$ cat src/rtl/rws_pkg.sv
package rws_pkg;

  typedef enum logic [1:0] {
    ST_COLD = 2'd0,
    ST_RUN  = 2'd1,
    ST_HALT = 2'd2,
    ST_WARM = 2'd3
  } rws_state_e;

  // true on the last count value of a 2**w cycle delay
  function automatic logic sst_is_last(input logic [31:0] cnt, input int unsigned w);
    logic [31:0] last;
    last = (32'd1 << w) - 32'd1;
    return cnt == last;
  endfunction

endpackage

$ cat src/rtl/rws_pin_sync.sv
module rws_pin_sync #(
  parameter int unsigned STAGES = 2
) (
  input  logic clk,
  input  logic por_n,
  input  logic pin_n,
  output logic pin_act
);
  logic [STAGES-1:0] shreg;

  // reset to "asserted" so the pin must be seen released before counting
  always_ff @(posedge clk or negedge por_n) begin
    if (!por_n) shreg <= '0;
    else        shreg <= {shreg[STAGES-2:0], pin_n};
  end

  assign pin_act = ~shreg[STAGES-1];
endmodule

$ cat src/rtl/rws_sst_counter.sv
module rws_sst_counter #(
  parameter int unsigned CNT_W = 10
) (
  input  logic             clk,
  input  logic             por_n,
  input  logic             restart,
  input  logic             advance,
  output logic [CNT_W-1:0] cnt,
  output logic             done
);
  assign done = advance && !restart && rws_pkg::sst_is_last(32'(cnt), CNT_W);

  always_ff @(posedge clk or negedge por_n) begin
    if (!por_n)       cnt <= '0;
    else if (restart) cnt <= '0;
    else if (advance) cnt <= cnt + 1'b1;
  end
endmodule

$ cat src/rtl/rws_flags.sv
module rws_flags (
  input  logic clk,
  input  logic por_n,
  input  logic ev_pin_wake,
  input  logic ev_wdt_cold,
  input  logic ev_wdt_wake,
  input  logic ev_halt,
  input  logic ev_sw_clr,
  output logic flag_to,
  output logic flag_pd
);
  always_ff @(posedge clk or negedge por_n) begin
    if (!por_n) begin
      flag_to <= 1'b0;
      flag_pd <= 1'b0;
    end else if (ev_pin_wake || ev_halt) begin
      flag_to <= 1'b0;
      flag_pd <= 1'b1;
    end else if (ev_wdt_wake) begin
      flag_to <= 1'b1;
      flag_pd <= 1'b1;
    end else if (ev_wdt_cold) begin
      flag_to <= 1'b1;
    end else if (ev_sw_clr) begin
      flag_to <= 1'b0;
      flag_pd <= 1'b0;
    end
  end
endmodule

$ cat src/rtl/rst_wake_seq.sv
module rst_wake_seq #(
  parameter int unsigned CNT_W     = 10,
  parameter int unsigned SYNC_STGS = 2
) (
  input  logic clk,
  input  logic por_n,
  input  logic ext_rst_n,
  input  logic wdt_tmo,
  input  logic halt_req,
  input  logic wdt_clr,
  output logic sys_rst,
  output logic warm_rst,
  output logic run_en,
  output logic halted,
  output logic sst_busy,
  output logic flag_to,
  output logic flag_pd
);
  import rws_pkg::*;

  rws_state_e       state, state_n;
  logic             pin_act;
  logic             in_delay, sst_restart, sst_advance, sst_done;
  logic [CNT_W-1:0] sst_cnt;
  logic             warm_q;

  // named events, visible to the checker
  logic ev_pin_cold, ev_pin_wake, ev_pin_warm;
  logic ev_wdt_cold, ev_wdt_wake, ev_halt, ev_sw_clr;

  rws_pin_sync #(.STAGES(SYNC_STGS)) u_sync (
    .clk(clk), .por_n(por_n), .pin_n(ext_rst_n), .pin_act(pin_act)
  );

  assign in_delay    = (state == ST_COLD) || (state == ST_WARM);
  assign ev_pin_cold = (state == ST_RUN)  && pin_act;
  assign ev_pin_wake = (state == ST_HALT) && pin_act;
  assign ev_pin_warm = (state == ST_WARM) && pin_act;
  assign ev_wdt_cold = (state == ST_RUN)  && !pin_act && wdt_tmo;
  assign ev_wdt_wake = (state == ST_HALT) && !pin_act && wdt_tmo;
  assign ev_halt     = (state == ST_RUN)  && !pin_act && !wdt_tmo && halt_req;
  assign ev_sw_clr   = (state == ST_RUN)  && !pin_act && !wdt_tmo && !halt_req && wdt_clr;

  assign sst_restart = ev_pin_cold || ev_pin_wake || ev_wdt_cold || ev_wdt_wake
                     || (in_delay && pin_act);
  assign sst_advance = in_delay && !pin_act;

  rws_sst_counter #(.CNT_W(CNT_W)) u_sst (
    .clk(clk), .por_n(por_n), .restart(sst_restart), .advance(sst_advance),
    .cnt(sst_cnt), .done(sst_done)
  );

  rws_flags u_flags (
    .clk(clk), .por_n(por_n),
    .ev_pin_wake(ev_pin_wake), .ev_wdt_cold(ev_wdt_cold), .ev_wdt_wake(ev_wdt_wake),
    .ev_halt(ev_halt), .ev_sw_clr(ev_sw_clr),
    .flag_to(flag_to), .flag_pd(flag_pd)
  );

  always_comb begin
    state_n = state;
    unique case (state)
      ST_COLD: if (sst_done) state_n = ST_RUN;
      ST_WARM: begin
        if (ev_pin_warm)   state_n = ST_COLD;
        else if (sst_done) state_n = ST_RUN;
      end
      ST_RUN: begin
        if (ev_pin_cold || ev_wdt_cold) state_n = ST_COLD;
        else if (ev_halt)               state_n = ST_HALT;
      end
      ST_HALT: begin
        if (ev_pin_wake)      state_n = ST_COLD;
        else if (ev_wdt_wake) state_n = ST_WARM;
      end
      default: state_n = ST_COLD;
    endcase
  end

  always_ff @(posedge clk or negedge por_n) begin
    if (!por_n) begin
      state  <= ST_COLD;
      warm_q <= 1'b0;
    end else begin
      state  <= state_n;
      warm_q <= (state == ST_WARM) && sst_done;
    end
  end

  assign sys_rst  = (state == ST_COLD);
  assign run_en   = (state == ST_RUN);
  assign halted   = (state == ST_HALT);
  assign sst_busy = in_delay;
  assign warm_rst = warm_q;
endmodule

$ cat config.mk
export PLATFORM = sky130hd
export DESIGN_NAME = rst_wake_seq
export DESIGN_NICKNAME = d
export VERILOG_FILES = /design/src/rtl/rws_pkg.sv /design/src/rtl/rws_pin_sync.sv /design/src/rtl/rws_sst_counter.sv /design/src/rtl/rws_flags.sv /design/src/rtl/rst_wake_seq.sv
export SDC_FILE = /design/constraint.sdc
export NUM_CORES = 1
export LEC_CHECK = 0
export CAP_MARGIN = 0
export CORE_AREA = 2 2 57 59
export DETAILED_ROUTE_END_ITERATION = 8
export DIE_AREA = 0 0 59 61
export GPL_TIMING_DRIVEN = 1
export SETUP_SLACK_MARGIN = 0.5
export SLEW_MARGIN = 20
export SYNTH_ARGS = -nofsm -noshare
export SYNTH_HDL_FRONTEND = slang
export SYNTH_HIERARCHICAL = 1
export SYNTH_SLANG_ARGS = --single-unit
$ cat constraint.sdc
create_clock -name clk -period 3.67 [get_ports clk]
set_input_delay 0.5505 -clock clk [delete_from_list [all_inputs] [get_ports clk]]
set_output_delay 0.5505 -clock clk [all_outputs]
set_load 0.05 [all_outputs]
After elaboration in Yosys (flattened, before gate mapping) --
Cells that the tools add are included.
Word-level totals: register bits after elaboration 17, word-level logic and storage cells 63
Operators by class: $add $sub $neg 1, equality and inequality tests 7, multiplexer cells 16, bitwise operators 1, reductions and logical operators 32
Operator list (number):
- $mux W10 | 2
- $logic_and A1 B1 Y1 | 16
- $mux W2 | 6
- $add A10 B1 Y10 const B | 1
- $eq A10 B10 Y1 const B | 1
- $ne A3 B1 Y1 const B | 3
- $pmux W2 S4 | 1
- $logic_or A1 B1 Y1 | 7
- $mux W1 | 7
- $eq A2 B2 Y1 const B | 2
- $reduce_and A2 Y1 | 2
- $reduce_bool A4 Y1 | 1
- $logic_not A1 Y1 | 3
- $reduce_bool A3 Y1 | 1
- $eq A2 B1 Y1 const B | 1
- $logic_not A2 Y1 | 1
- $reduce_bool A2 Y1 | 1
- $not A1 Y1 | 1

Depth between registers and ports, before layout --
Gate-level depths: netlist of the first run.
depth after elaboration 12, mapped depth 9, depth with buffers taken out 8

Modules after synthesis --
The synthesis of the first run kept the hierarchy.
By module, submodules not included:
- rws_sst_counter | instances 1, cells an instance 49, area each 509.2 µm², seq. area each 250.2 µm²
- rst_wake_seq | instances 1, cells an instance 38, area each 325.3 µm², seq. area each 75.1 µm²
- rws_flags | instances 1, cells an instance 7, area each 85.1 µm², seq. area each 50.0 µm²
- rws_pin_sync | instances 1, cells an instance 3, area each 53.8 µm², seq. area each 50.0 µm²

Least setup slack after synthesis of the first run --
No wires, ideal clock.
path type reg2reg, start register state[1], end register state[0], arrival 2085 ps, slack 1455 ps, cell stages (with the launch flop) 9, cells stage by stage dfrtp_1 > inv_1 > ha_1 > nor2_1 > a21oi_1 > buf_1 > nor4_1 > nor3_1 > a211oi_2
On the way: word-level cells in the longest chain between the ends 12, elaborated cells on any way between the ends 32, those cells by class 5 x eq/ne; 5 x mux; 22 x reduce/logical
RTL lines:
- from (decl) | RTL line rst_wake_seq.sv:21 | rws_state_e state, state_n;
- from (signal assigned) | RTL line rst_wake_seq.sv:85 | state <= state_n;
- $eq A2 B1 Y1 *
- net run_en | RTL line rst_wake_seq.sv:13 | output logic run_en,
- $logic_and A1 B1 Y1 (on tied branches) | RTL line rst_wake_seq.sv:36, rst_wake_seq.sv:39, rst_wake_seq.sv:41
- $logic_or A1 B1 Y1 or $logic_and A1 B1 Y1 (tied branches) | RTL line rst_wake_seq.sv:44, rst_wake_seq.sv:39
- $logic_or A1 B1 Y1 * (2 in series) | RTL line rst_wake_seq.sv:44 | assign sst_restart = ev_pin_cold || ev_pin_wake || ev_wdt_cold || ev_wdt_wake
- $logic_or A1 B1 Y1 * | RTL line rst_wake_seq.sv:45 | || (in_delay && pin_act);
- net sst_restart | RTL line rst_wake_seq.sv:23 | logic in_delay, sst_restart, sst_advance, sst_done;
- $logic_not A1 Y1 * | RTL line rws_sst_counter.sv:11 | assign done = advance && !restart && rws_pkg::sst_is_last(32'(cnt), CNT_W);
- $logic_and A1 B1 Y1 * (2 in series) | RTL line rws_sst_counter.sv:11
- net sst_done | RTL line rst_wake_seq.sv:23
- $mux W2 *
- $mux W2 | RTL line rst_wake_seq.sv:65 | if (ev_pin_warm) state_n = ST_COLD;
- $pmux W2 S4 * | RTL line rst_wake_seq.sv:62 | unique case (state)
Mark *: on every way through the listed nets, which the timed path passes. The rest lies on a longest branch. A chain may end at the register's enable or synchronous reset.

Final worst setup path of the first run --
start register state[0], end output port halted
On the way: word-level cells in the longest chain between the ends 1
RTL lines:
- $eq A2 B2 Y1 | RTL line rst_wake_seq.sv:92 | assign halted = (state == ST_HALT);
- to (decl) | RTL line rst_wake_seq.sv:14 | output logic halted,
No other way between the ends.

==> metrics.cfg, run 1 <==
[power_and_ir_drop]
p_per_area_mw_per_mm2=736
peakVddDrop_mv=0.271
static-leakage-power_nw=0.488

[final_layout]
drive_gt1_share_pct=11.6
antennaDiodeCount=0
stdcell_area_sq_mm=0.00116
nNetsFinal=124
fillers=313
area_delta_synth_final_pct=18.9

[critical_path]
path_cells=inv_1, ha_1, clkdlybuf4s50_1
worstSetupStartpointType=flop
critical_path_required_ps=3120
startpoint=state[0]
critPathTopFamily=buffers and inverters
cp_slowest_cell=clkdlybuf4s50_1
worstReg2RegStart=state[0]
worst_setup_path_end_kind=output pin
critPathMaxFanout=9
critPathKind=reg -> out
critical_path_arrival_ps=2020
cp_slowest_stage_delay_ps=860
path_buf_inv=2

[clock_tree]
htreeDepth=1
postCtsSetupBuffers=0
cts-buffers-inserted=3
worstSkewPairLatency_ps=290
clock_path_buffers=2
ctsHoldBuffers=0
post_cts_resize_count=0
clock_sinks=17
cts_tree=done
cts-root-buf=clkbuf_4
clkTransAtPathRegs_ps=100

[global_routing]
grt_pass1_wl_microns=3120
antenna_found_initial=0
overflow=0
grt_usage_pct=11.6
grt_pass1_vias=706
grt_max_degree=18

[floorplan]
ios=13
die-width_microns=59
initial_core_util_pct=33.0
fp.dieH_microns=61
coreArea_sq_mm=0.00295
fp-row-count=20
die_area_sq_mm=0.00360

[worst_hold_path]
holdCritStartpoint=u_sync/shreg[0]
hp-class=reg -> reg

[placement]
placed_cell_area_sq_mm=0.00113
routabilityCongestion=0.747
port_buffers=12
post-place-ws_ps=1280
dp_hpwl_microns=1350

[routing]
drcViolationCount=0
wl_microns=1780
postRouteAntennaNets=0
via_count=734
dr.pass1.iters=4
drt_iter0_drc=17
wire_per_inst_microns=12.3
via_per_inst=5.06

[yosys]
synth_enable_flop_cells=0
synth_area_per_cell_sq_um=10.0
ys_ff_latch=17
synthCells=97
async_flop_share_pct=100
netlist_area_sq_um=973
synth_flop_cell=dfrtp_1
yosys.cell_types.count=40
ys_seq_area_share_pct=43.7
ys_warn_count=6
syn_nets=108

[timing]
tightest_slew_ps=770
period_share_pct=70.0
setup-violations-final=0
skew_ps=3.74
slew_violations=0
fin_ws_ps=1100
period_minus_slack_ps=2570
fin_tns_setup_ps=0
hold_violations=0
fmax_ghz=0.389
rsz0062_at_grt=no
slew_headroom_pct=48.5

[flow_run]
maxCapViolCount=0

[outcome]
outcome=finished clean

cells in the final DEF (no fill, tap or decap), types with 2 or more instances in the layout:
| cell type | count |
|---|---|
| dfrtp_1 | 17 |
| nor2_1 | 14 |
| clkdlybuf4s50_1 | 12 |
| inv_1 | 6 |
| nand2_1 | 6 |
| ha_1 | 5 |
| a21oi_1 | 4 |
| nor2b_1 | 4 |
| clkbuf_4 | 3 |
| nor3_1 | 2 |
| nand2b_1 | 2 |
| xnor2_1 | 2 |
| xor2_1 | 2 |
| nand3_1 | 2 |
| mux2_2 | 2 |
| o31ai_1 | 2 |
| or4_1 | 2 |
worst paths after layout:
| check | endpoint | slack, ps | depth (start not counted) |
|---|---|---|---|
| worst max-delay path | halted | 1100 | 3 |
| worst max register to register | state[0] | 1300 | 8 |
| min in group asynchronous | u_sst/cnt[7] | 700 | 1 |
| worst min-delay path | u_sync/shreg[1] | 360 | 0 |
| worst min register to register | u_sync/shreg[1] | 360 | 0 |
| max in group asynchronous | u_sync/shreg[0] | 2480 | 1 |
sequential cells by signal, summed over array words and instances (netlist names):
| signal | count |
|---|---|
| state | 2 |
| u_flags/flag_pd | 1 |
| u_flags/flag_to | 1 |
| u_sst/cnt | 10 |
| u_sync/shreg | 2 |
| warm_rst | 1 |
stage by stage:
step	total power [mW]	cells	hold WS, ps	utilization (%)
2_1_floorplan	0.614	97	255	-
3_3_place_gp	0.747	141	335	38.3
3_5_place_dp	0.756	141	337	38.3
4_1_cts	0.862	145	360	39.2
5_1_grt	0.905	145	383	39.2
6_report	0.852	145	357	39.2
kinds of logic (layout without fill, tap and decap cells):
logic type,Yosys count,count (layout),synth area share (%)
flops,17,17,43.7
compound gates,15,15,11.4
mux,3,3,3.34
buf+inv,8,23,3.47
simple gates,45,45,28.0
fa+ha+maj,5,5,6.43
xor+xnor,4,4,3.60
synth_stat cells (2+ instances only):
library cell	count	area, sq um
xnor2_1	2	17.5
xor2_1	2	17.5
dfrtp_1	17	425
or4_1	2	15.0
mux2_2	2	22.5
nand2_1	6	22.5
nand2b_1	2	12.5
nor2b_1	4	25.0
nor2_1	14	52.6
nand3_1	2	10.0
a21oi_1	4	20.0
o31ai_1	2	15.0
nor3_1	2	10.0
ha_1	5	62.6
inv_1	6	22.5
metal layers:
layer	vias up	track usage, %	part of all wire [%]
li1	372	-	-
met1	347	14.4	48
met2	13	19.7	48
met3	2	2.56	3.5
met4	0	4.87	0.79
met5	-	0	0
worst reg2reg max path, delay by kind of cell (launching register included):
kind / cells / cell delay (ps)
and+or+nand+nor: 5 / 1310
DFF: 1 / 420
adders and majority gates: 1 / 310
AOI/OAI and AO/OA: 1 / 150
buffers and inverters: 1 / 100
area by class of cell:
class | count | area, sq um | area share, %
Clock buffer | 4 | 26.3 | 2.27
Inverter | 6 | 22.5 | 1.95
Multi-Input combinational cell | 72 | 514 | 44.4
Sequential cell | 17 | 425 | 36.8
Tap cell | 33 | 41.3 | 3.57
Timing Repair Buffer | 13 | 128 | 11.0
power breakdown:
| group | internal [mW] | total, mW | switching (mW) |
|---|---|---|---|
| sequential | 0.221 | 0.256 | 0.0348 |
| combinational | 0.174 | 0.496 | 0.322 |
| clock | 0.0422 | 0.100 | 0.0582 |
| total | 0.437 | 0.852 | 0.415 |
No activity file was read; power rests on OpenSTA's default activity.
==> run 2, diff against run 1 <==
==> constraint.sdc (replaced) <==
create_clock -name clk -period 2.3 [get_ports clk]
set_input_delay 0.345 -clock clk [delete_from_list [all_inputs] [get_ports clk]]
set_output_delay 0.345 -clock clk [all_outputs]
set_load 0.05 [all_outputs]
==> metrics.cfg, run 2 (synthesis gave the netlist of run 1 again) <==
[outcome]
outcome=finished clean  ; unchanged

[floorplan]
fp-row-count=20  ; unchanged
die_area_sq_mm=0.00360  ; unchanged
ios=13  ; unchanged
fp.dieH_microns=61  ; unchanged
initial_core_util_pct=33.0  ; unchanged
die-width_microns=59  ; unchanged
coreArea_sq_mm=0.00295  ; unchanged

[timing]
rsz0062_at_grt=yes  ; was no
fmax_ghz=0.554
setup-violations-final=0  ; unchanged
fin_tns_setup_ps=0  ; unchanged
period_minus_slack_ps=1810
holdWs_ps=359  ; was 357 ps
slew_violations=0  ; unchanged
skew_ps=5.73  ; was 3.74 ps
slew_headroom_pct=49.8  ; was 48.5%
period_share_pct=78.5
tightest_slew_ps=750  ; was 770 ps
fin_ws_ps=494  ; was 1100 ps
hold_violations=0  ; unchanged

[critical_path]
cp_slowest_stage_delay_ps=510  ; was 860 ps
critical_path_arrival_ps=2030  ; was 2020 ps
critical_path_required_ps=2520  ; was 3120 ps
worstReg2RegStart=state[0]  ; unchanged
path_cells=inv_2, ha_4, nor2_4, buf_6, nand4_4, or4_4, a21oi_2  ; was inv_1, ha_1, clkdlybuf4s50_1
critPathKind=reg -> reg  ; was reg -> out
worst_setup_path_end_kind=flop  ; was output pin
reg2reg_depth=7  ; was 8
cp_slowest_cell=or4_4  ; was clkdlybuf4s50_1
r2r_setup_slack_ps=490  ; was 1300 ps
r2r-end=u_sst/cnt[7]  ; was state[0]
critPathMaxFanout=7  ; was 9
worstSetupStartpointType=flop  ; unchanged

[clock_tree]
worstSkewPairLatency_ps=280  ; was 290 ps
cts-buffers-inserted=3  ; unchanged
htreeDepth=1  ; unchanged
clock_path_buffers=2  ; unchanged
ctsHoldBuffers=0  ; unchanged
clkTransAtPathRegs_ps=90  ; was 100 ps
clock_sinks=17  ; unchanged
cts_tree=done  ; unchanged
cts-root-buf=clkbuf_4  ; unchanged

[power_and_ir_drop]
totalPowerFinal_mw=1.55  ; was 0.852 mW
peakVddDrop_mv=0.419  ; was 0.271 mV
static-leakage-power_nw=0.619  ; was 0.488 nW
p_per_area_mw_per_mm2=1130  ; was 736 mW/mm^2

[worst_hold_path]
holdCritStartpoint=u_sync/shreg[0]  ; unchanged
hold_depth=0  ; unchanged
hp-class=reg -> reg  ; unchanged
whs_endpoint=u_sync/shreg[1]  ; unchanged

[routing]
wl_microns=2060  ; was 1780 microns
wire_per_inst_microns=13.1  ; was 12.3 microns
dr.pass1.iters=4  ; unchanged
via_per_inst=5.08  ; was 5.06
via_count=803  ; was 734
drt_iter0_drc=40  ; was 17
drcViolationCount=0  ; unchanged
postRouteAntennaNets=0  ; unchanged

[placement]
routabilityCongestion=0.782  ; was 0.747
port_buffers=12  ; unchanged
post-place-ws_ps=342  ; was 1280 ps
dp_hpwl_microns=1390  ; was 1350 microns

[final_layout]
top_regs=u_sst/cnt: 10 flops, state: 2 flops, u_sync/shreg: 2 flops  ; unchanged
multi_input_area_sq_um=632  ; was 514 sq um
largest_reg_flops=10  ; unchanged
area_delta_synth_final_pct=41.5  ; was 18.9%
antennaDiodeCount=0  ; unchanged
drive_gt1_share_pct=40.0  ; was 11.6%
nNetsFinal=137  ; was 124
top_register=u_sst/cnt  ; unchanged
final_core_util_pct=46.7  ; was 39.2%
fillers=287  ; was 313
register_area_sq_um=425  ; unchanged
mostFrequentLayoutCells=dfrtp_1, nor2_1, buf_4  ; was dfrtp_1, nor2_1, clkdlybuf4s50_1
layout_commonest_cell=dfrtp_1  ; unchanged

[global_routing]
grt_usage_pct=12.7  ; was 11.6%
grt_pass1_vias=788  ; was 706
grt_pass1_wl_microns=3510  ; was 3120 microns
antenna_found_initial=0  ; unchanged
grt_max_degree=18  ; unchanged
overflow=0  ; unchanged

[flow_run]
maxCapViolCount=0  ; unchanged

run 2: repair_timing:
action,in CTS,in global routing
setup endpoints to repair,12,13
buffers inserted,8,4
gates resized for setup,21,18
pin swaps,5,2
run 2: metrics by stage:
step	instance area (sq um)	cells
2_1_floorplan	1030	97
3_3_place_gp	1190	142
3_5_place_dp	1190	142
4_1_cts	1300	154
5_1_grt	1380	158
6_report	1380	158
run 2: worst max path at each step:
stage,startpoint,to,slack [ps],cells after the start
5_1_grt,state[0],state[0],410,8
6_report,state[0],u_sst/cnt[7],490,7
4_1_cts,state[0],state[0],480,8
3_3_place_gp,state[0],sst_busy,370,4
3_5_place_dp,state[0],halted,340,3
2_1_floorplan,state[0],state[0],400,9
run 2: area by class of cell:
class	count	area share [%]
flip-flops and latches	17	30.9
clock buffers	4	1.91
multi-input cells	72	45.9
well taps	33	3.00
repair buffers	26	16.4
inverters	6	1.91
run 2: worst max-delay path: cells and delay by family, from the launching register on:
kind / cells / cell delay [ps]
buf+inv: 2 / 220
fa+ha+maj: 1 / 220
compound gates: 1 / 130
simple gates: 3 / 750
flops: 1 / 420
run 2: routing by layer:
layer  global-route usage (%)  share of wire, %  wire length [microns]
met1                     16.9                43                    892
met4                     5.84              0.48                     10
met5                        0                 0                      0
met2                     21.1                53                   1090
met3                     1.28               3.5                     72
run 2: power by group:
part | total, mW | switching [mW] | internal, mW
Combinational | 1.00 | 0.608 | 0.392
Sequential | 0.400 | 0.0477 | 0.352
Clock | 0.154 | 0.0866 | 0.0673
Total | 1.55 | 0.743 | 0.811
==> run 3, diff against run 2 <==
==> constraint.sdc (replaced) <==
create_clock -name clk -period 1.55 [get_ports clk]
set_input_delay 0.2325 -clock clk [delete_from_list [all_inputs] [get_ports clk]]
set_output_delay 0.2325 -clock clk [all_outputs]
set_load 0.05 [all_outputs]
==> metrics.cfg, run 3 (synthesis gave the netlist of run 1 again) <==
[global_routing]
grt_usage_pct=14.0  ; was 12.7%
antenna_found_initial=0  ; unchanged
overflow=0  ; unchanged
grt_pass1_wl_microns=3750  ; was 3510 microns
grt_max_degree=18  ; unchanged
grt_pass1_vias=903  ; was 788

[routing]
drt_iter0_drc=10  ; was 40
wl_microns=2200  ; was 2060 microns
wire_per_inst_microns=12.7  ; was 13.1 microns
dr.pass1.iters=4  ; unchanged
via_per_inst=4.89  ; was 5.08
postRouteAntennaNets=0  ; unchanged
via_count=846  ; was 803
drcViolationCount=0  ; unchanged

[critical_path]
critical_path_required_ps=1770  ; was 2520 ps
cp_slowest_stage_delay_ps=510  ; about the same
worst_setup_path_end_kind=flop  ; unchanged
path_buf_inv=2  ; unchanged
critPathTopFamily=simple AND/OR/NAND/NOR gates  ; unchanged
worstSetupStartpointType=flop  ; unchanged
path_cells=inv_2, ha_4, nor2_4, buf_6, nand4_4, or4_4, a21oi_2  ; unchanged
critPathKind=reg -> reg  ; unchanged
critical_path_arrival_ps=1960  ; was 2030 ps
cp_slowest_cell=or4_4  ; unchanged
critPathMaxFanout=5  ; was 7

[clock_tree]
ctsHoldBuffers=0  ; unchanged
htreeDepth=1  ; unchanged
cts_tree=done  ; unchanged
cts-buffers-inserted=3  ; unchanged
clkTransAtPathRegs_ps=100  ; was 90 ps
clock_path_buffers=2  ; unchanged
cts-root-buf=clkbuf_4  ; unchanged
clock_sinks=17  ; unchanged
worstSkewPairLatency_ps=280  ; about the same

[timing]
rsz0062_at_grt=yes  ; unchanged
skew_ps=5.54  ; was 5.73 ps
tightest_slew_ps=341  ; was 750 ps
period_share_pct=112  ; was 78.5%
fin_ws_ps=-191  ; was 494 ps
slew_headroom_pct=77.2  ; was 49.8%
fmax_ghz=0.574  ; was 0.554 GHz
slew_violations=0  ; unchanged
period_minus_slack_ps=1740  ; was 1810 ps
hold_violations=0  ; unchanged
setup-violations-final=12  ; was 0

[final_layout]
mostFrequentLayoutCells=buf_4, dfrtp_1, nor2_1, buf_6, clkdlybuf4s50_1  ; was dfrtp_1, nor2_1, buf_4
antennaDiodeCount=0  ; unchanged
nNetsFinal=152  ; was 137
top_regs=u_sst/cnt: 10 flops, state: 2 flops, u_sync/shreg: 2 flops  ; unchanged
layout.cells.non_filler=173  ; was 158
largest_reg_flops=10  ; unchanged
layout_commonest_cell=buf_4  ; was dfrtp_1
top_register=u_sst/cnt  ; unchanged
area_delta_synth_final_pct=63.9  ; was 41.5%
final_core_util_pct=54.0  ; was 46.7%
fillers=248  ; was 287
drive_gt1_share_pct=52.9  ; was 40.0%

[floorplan]
initial_core_util_pct=33.0  ; unchanged
die-width_microns=59  ; unchanged
fp.dieH_microns=61  ; unchanged
coreArea_sq_mm=0.00295  ; unchanged
ios=13  ; unchanged
fp-row-count=20  ; unchanged
die_area_sq_mm=0.00360  ; unchanged

[placement]
dp_cells=162  ; was 142
routabilityCongestion=0.774  ; was 0.782
dp_hpwl_microns=1580  ; was 1390 microns
port_buffers=12  ; unchanged
post-place-ws_ps=-258  ; was 342 ps

[outcome]
violations=setup timing
outcome=finished with violations  ; was finished clean

[power_and_ir_drop]
totalPowerFinal_mw=3.05  ; was 1.55 mW
pwr-share-comb_pct=73.3  ; was 64.3%
p_per_area_mw_per_mm2=1910  ; was 1130 mW/mm^2
peakVddDrop_mv=0.818  ; was 0.419 mV
pwr-share-seq_pct=19.1  ; was 25.7%
swShare_pct=42.3  ; was 47.8%
power_frac_clock_pct=7.7  ; was 9.9%
power_switching_mw=1.29  ; was 0.743 mW
p_int_mw=1.76  ; was 0.811 mW
static-leakage-power_nw=0.705  ; was 0.619 nW

[flow_run]
maxCapViolCount=0  ; unchanged

[worst_hold_path]
hp-class=in -> async  ; was reg -> reg

run 3: power by group through the flow:
stage	clock [mW]	combinational, mW	sequential [mW]
6_report	0.234	2.24	0.583
5_1_grt	0.272	2.37	0.593
4_1_cts	0.248	2.12	0.581
3_5_place_dp	0	1.81	0.589
3_3_place_gp	0	1.78	0.583
2_1_floorplan	0	0.958	0.691
run 3: final timing paths:
| kind | cells past startpoint | to | slack (ps) | start |
|---|---|---|---|---|
| min | 2 | u_sst/cnt[8] | 260 | por_n |
| max in group asynchronous | 2 | u_flags/flag_to | 1100 | por_n |
| min in group clk | 0 | u_sync/shreg[1] | 360 | u_sync/shreg[0] |
| max | 7 | u_sst/cnt[7] | -190 | state[0] |
| max reg2reg | 7 | u_sst/cnt[7] | -190 | state[0] |
| min reg2reg | 0 | u_sync/shreg[1] | 360 | u_sync/shreg[0] |
run 3: cell type report:
type | count | area (sq um) | share of cell area [%]
clock buffers | 4 | 26.3 | 1.65
inverters | 6 | 26.3 | 1.65
flip-flops and latches | 17 | 425 | 26.7
multi-input cells | 72 | 672 | 42.1
well taps | 33 | 41.3 | 2.59
repair buffers | 41 | 404 | 25.3
run 3: stage by stage:
step / instance area [sq um] / hold slack, ps / TNS, ps
after detailed placement: 1370 / 348 / -1800
after global placement: 1370 / 335 / -1440
after floorplan: 1030 / -63.1 / -2360
final: 1600 / 256 / -1600
after CTS: 1530 / 253 / -1650
after global routing: 1600 / 279 / -2550
run 3: layer usage:
metal	global-route usage (%)	wire length, microns	vias to the layer above
met5	0	0	-
met4	5.84	16	0
met3	2.56	53	2
met2	26.3	1170	11
met1	15.5	956	406
li1	-	-	427
run 3: timing repair:
item,4_1_cts,5_1_grt
buffers inserted,5,2
pin swaps,6,6
cloned,0,0
setup endpoints to repair,22,22
resized for setup,21,10
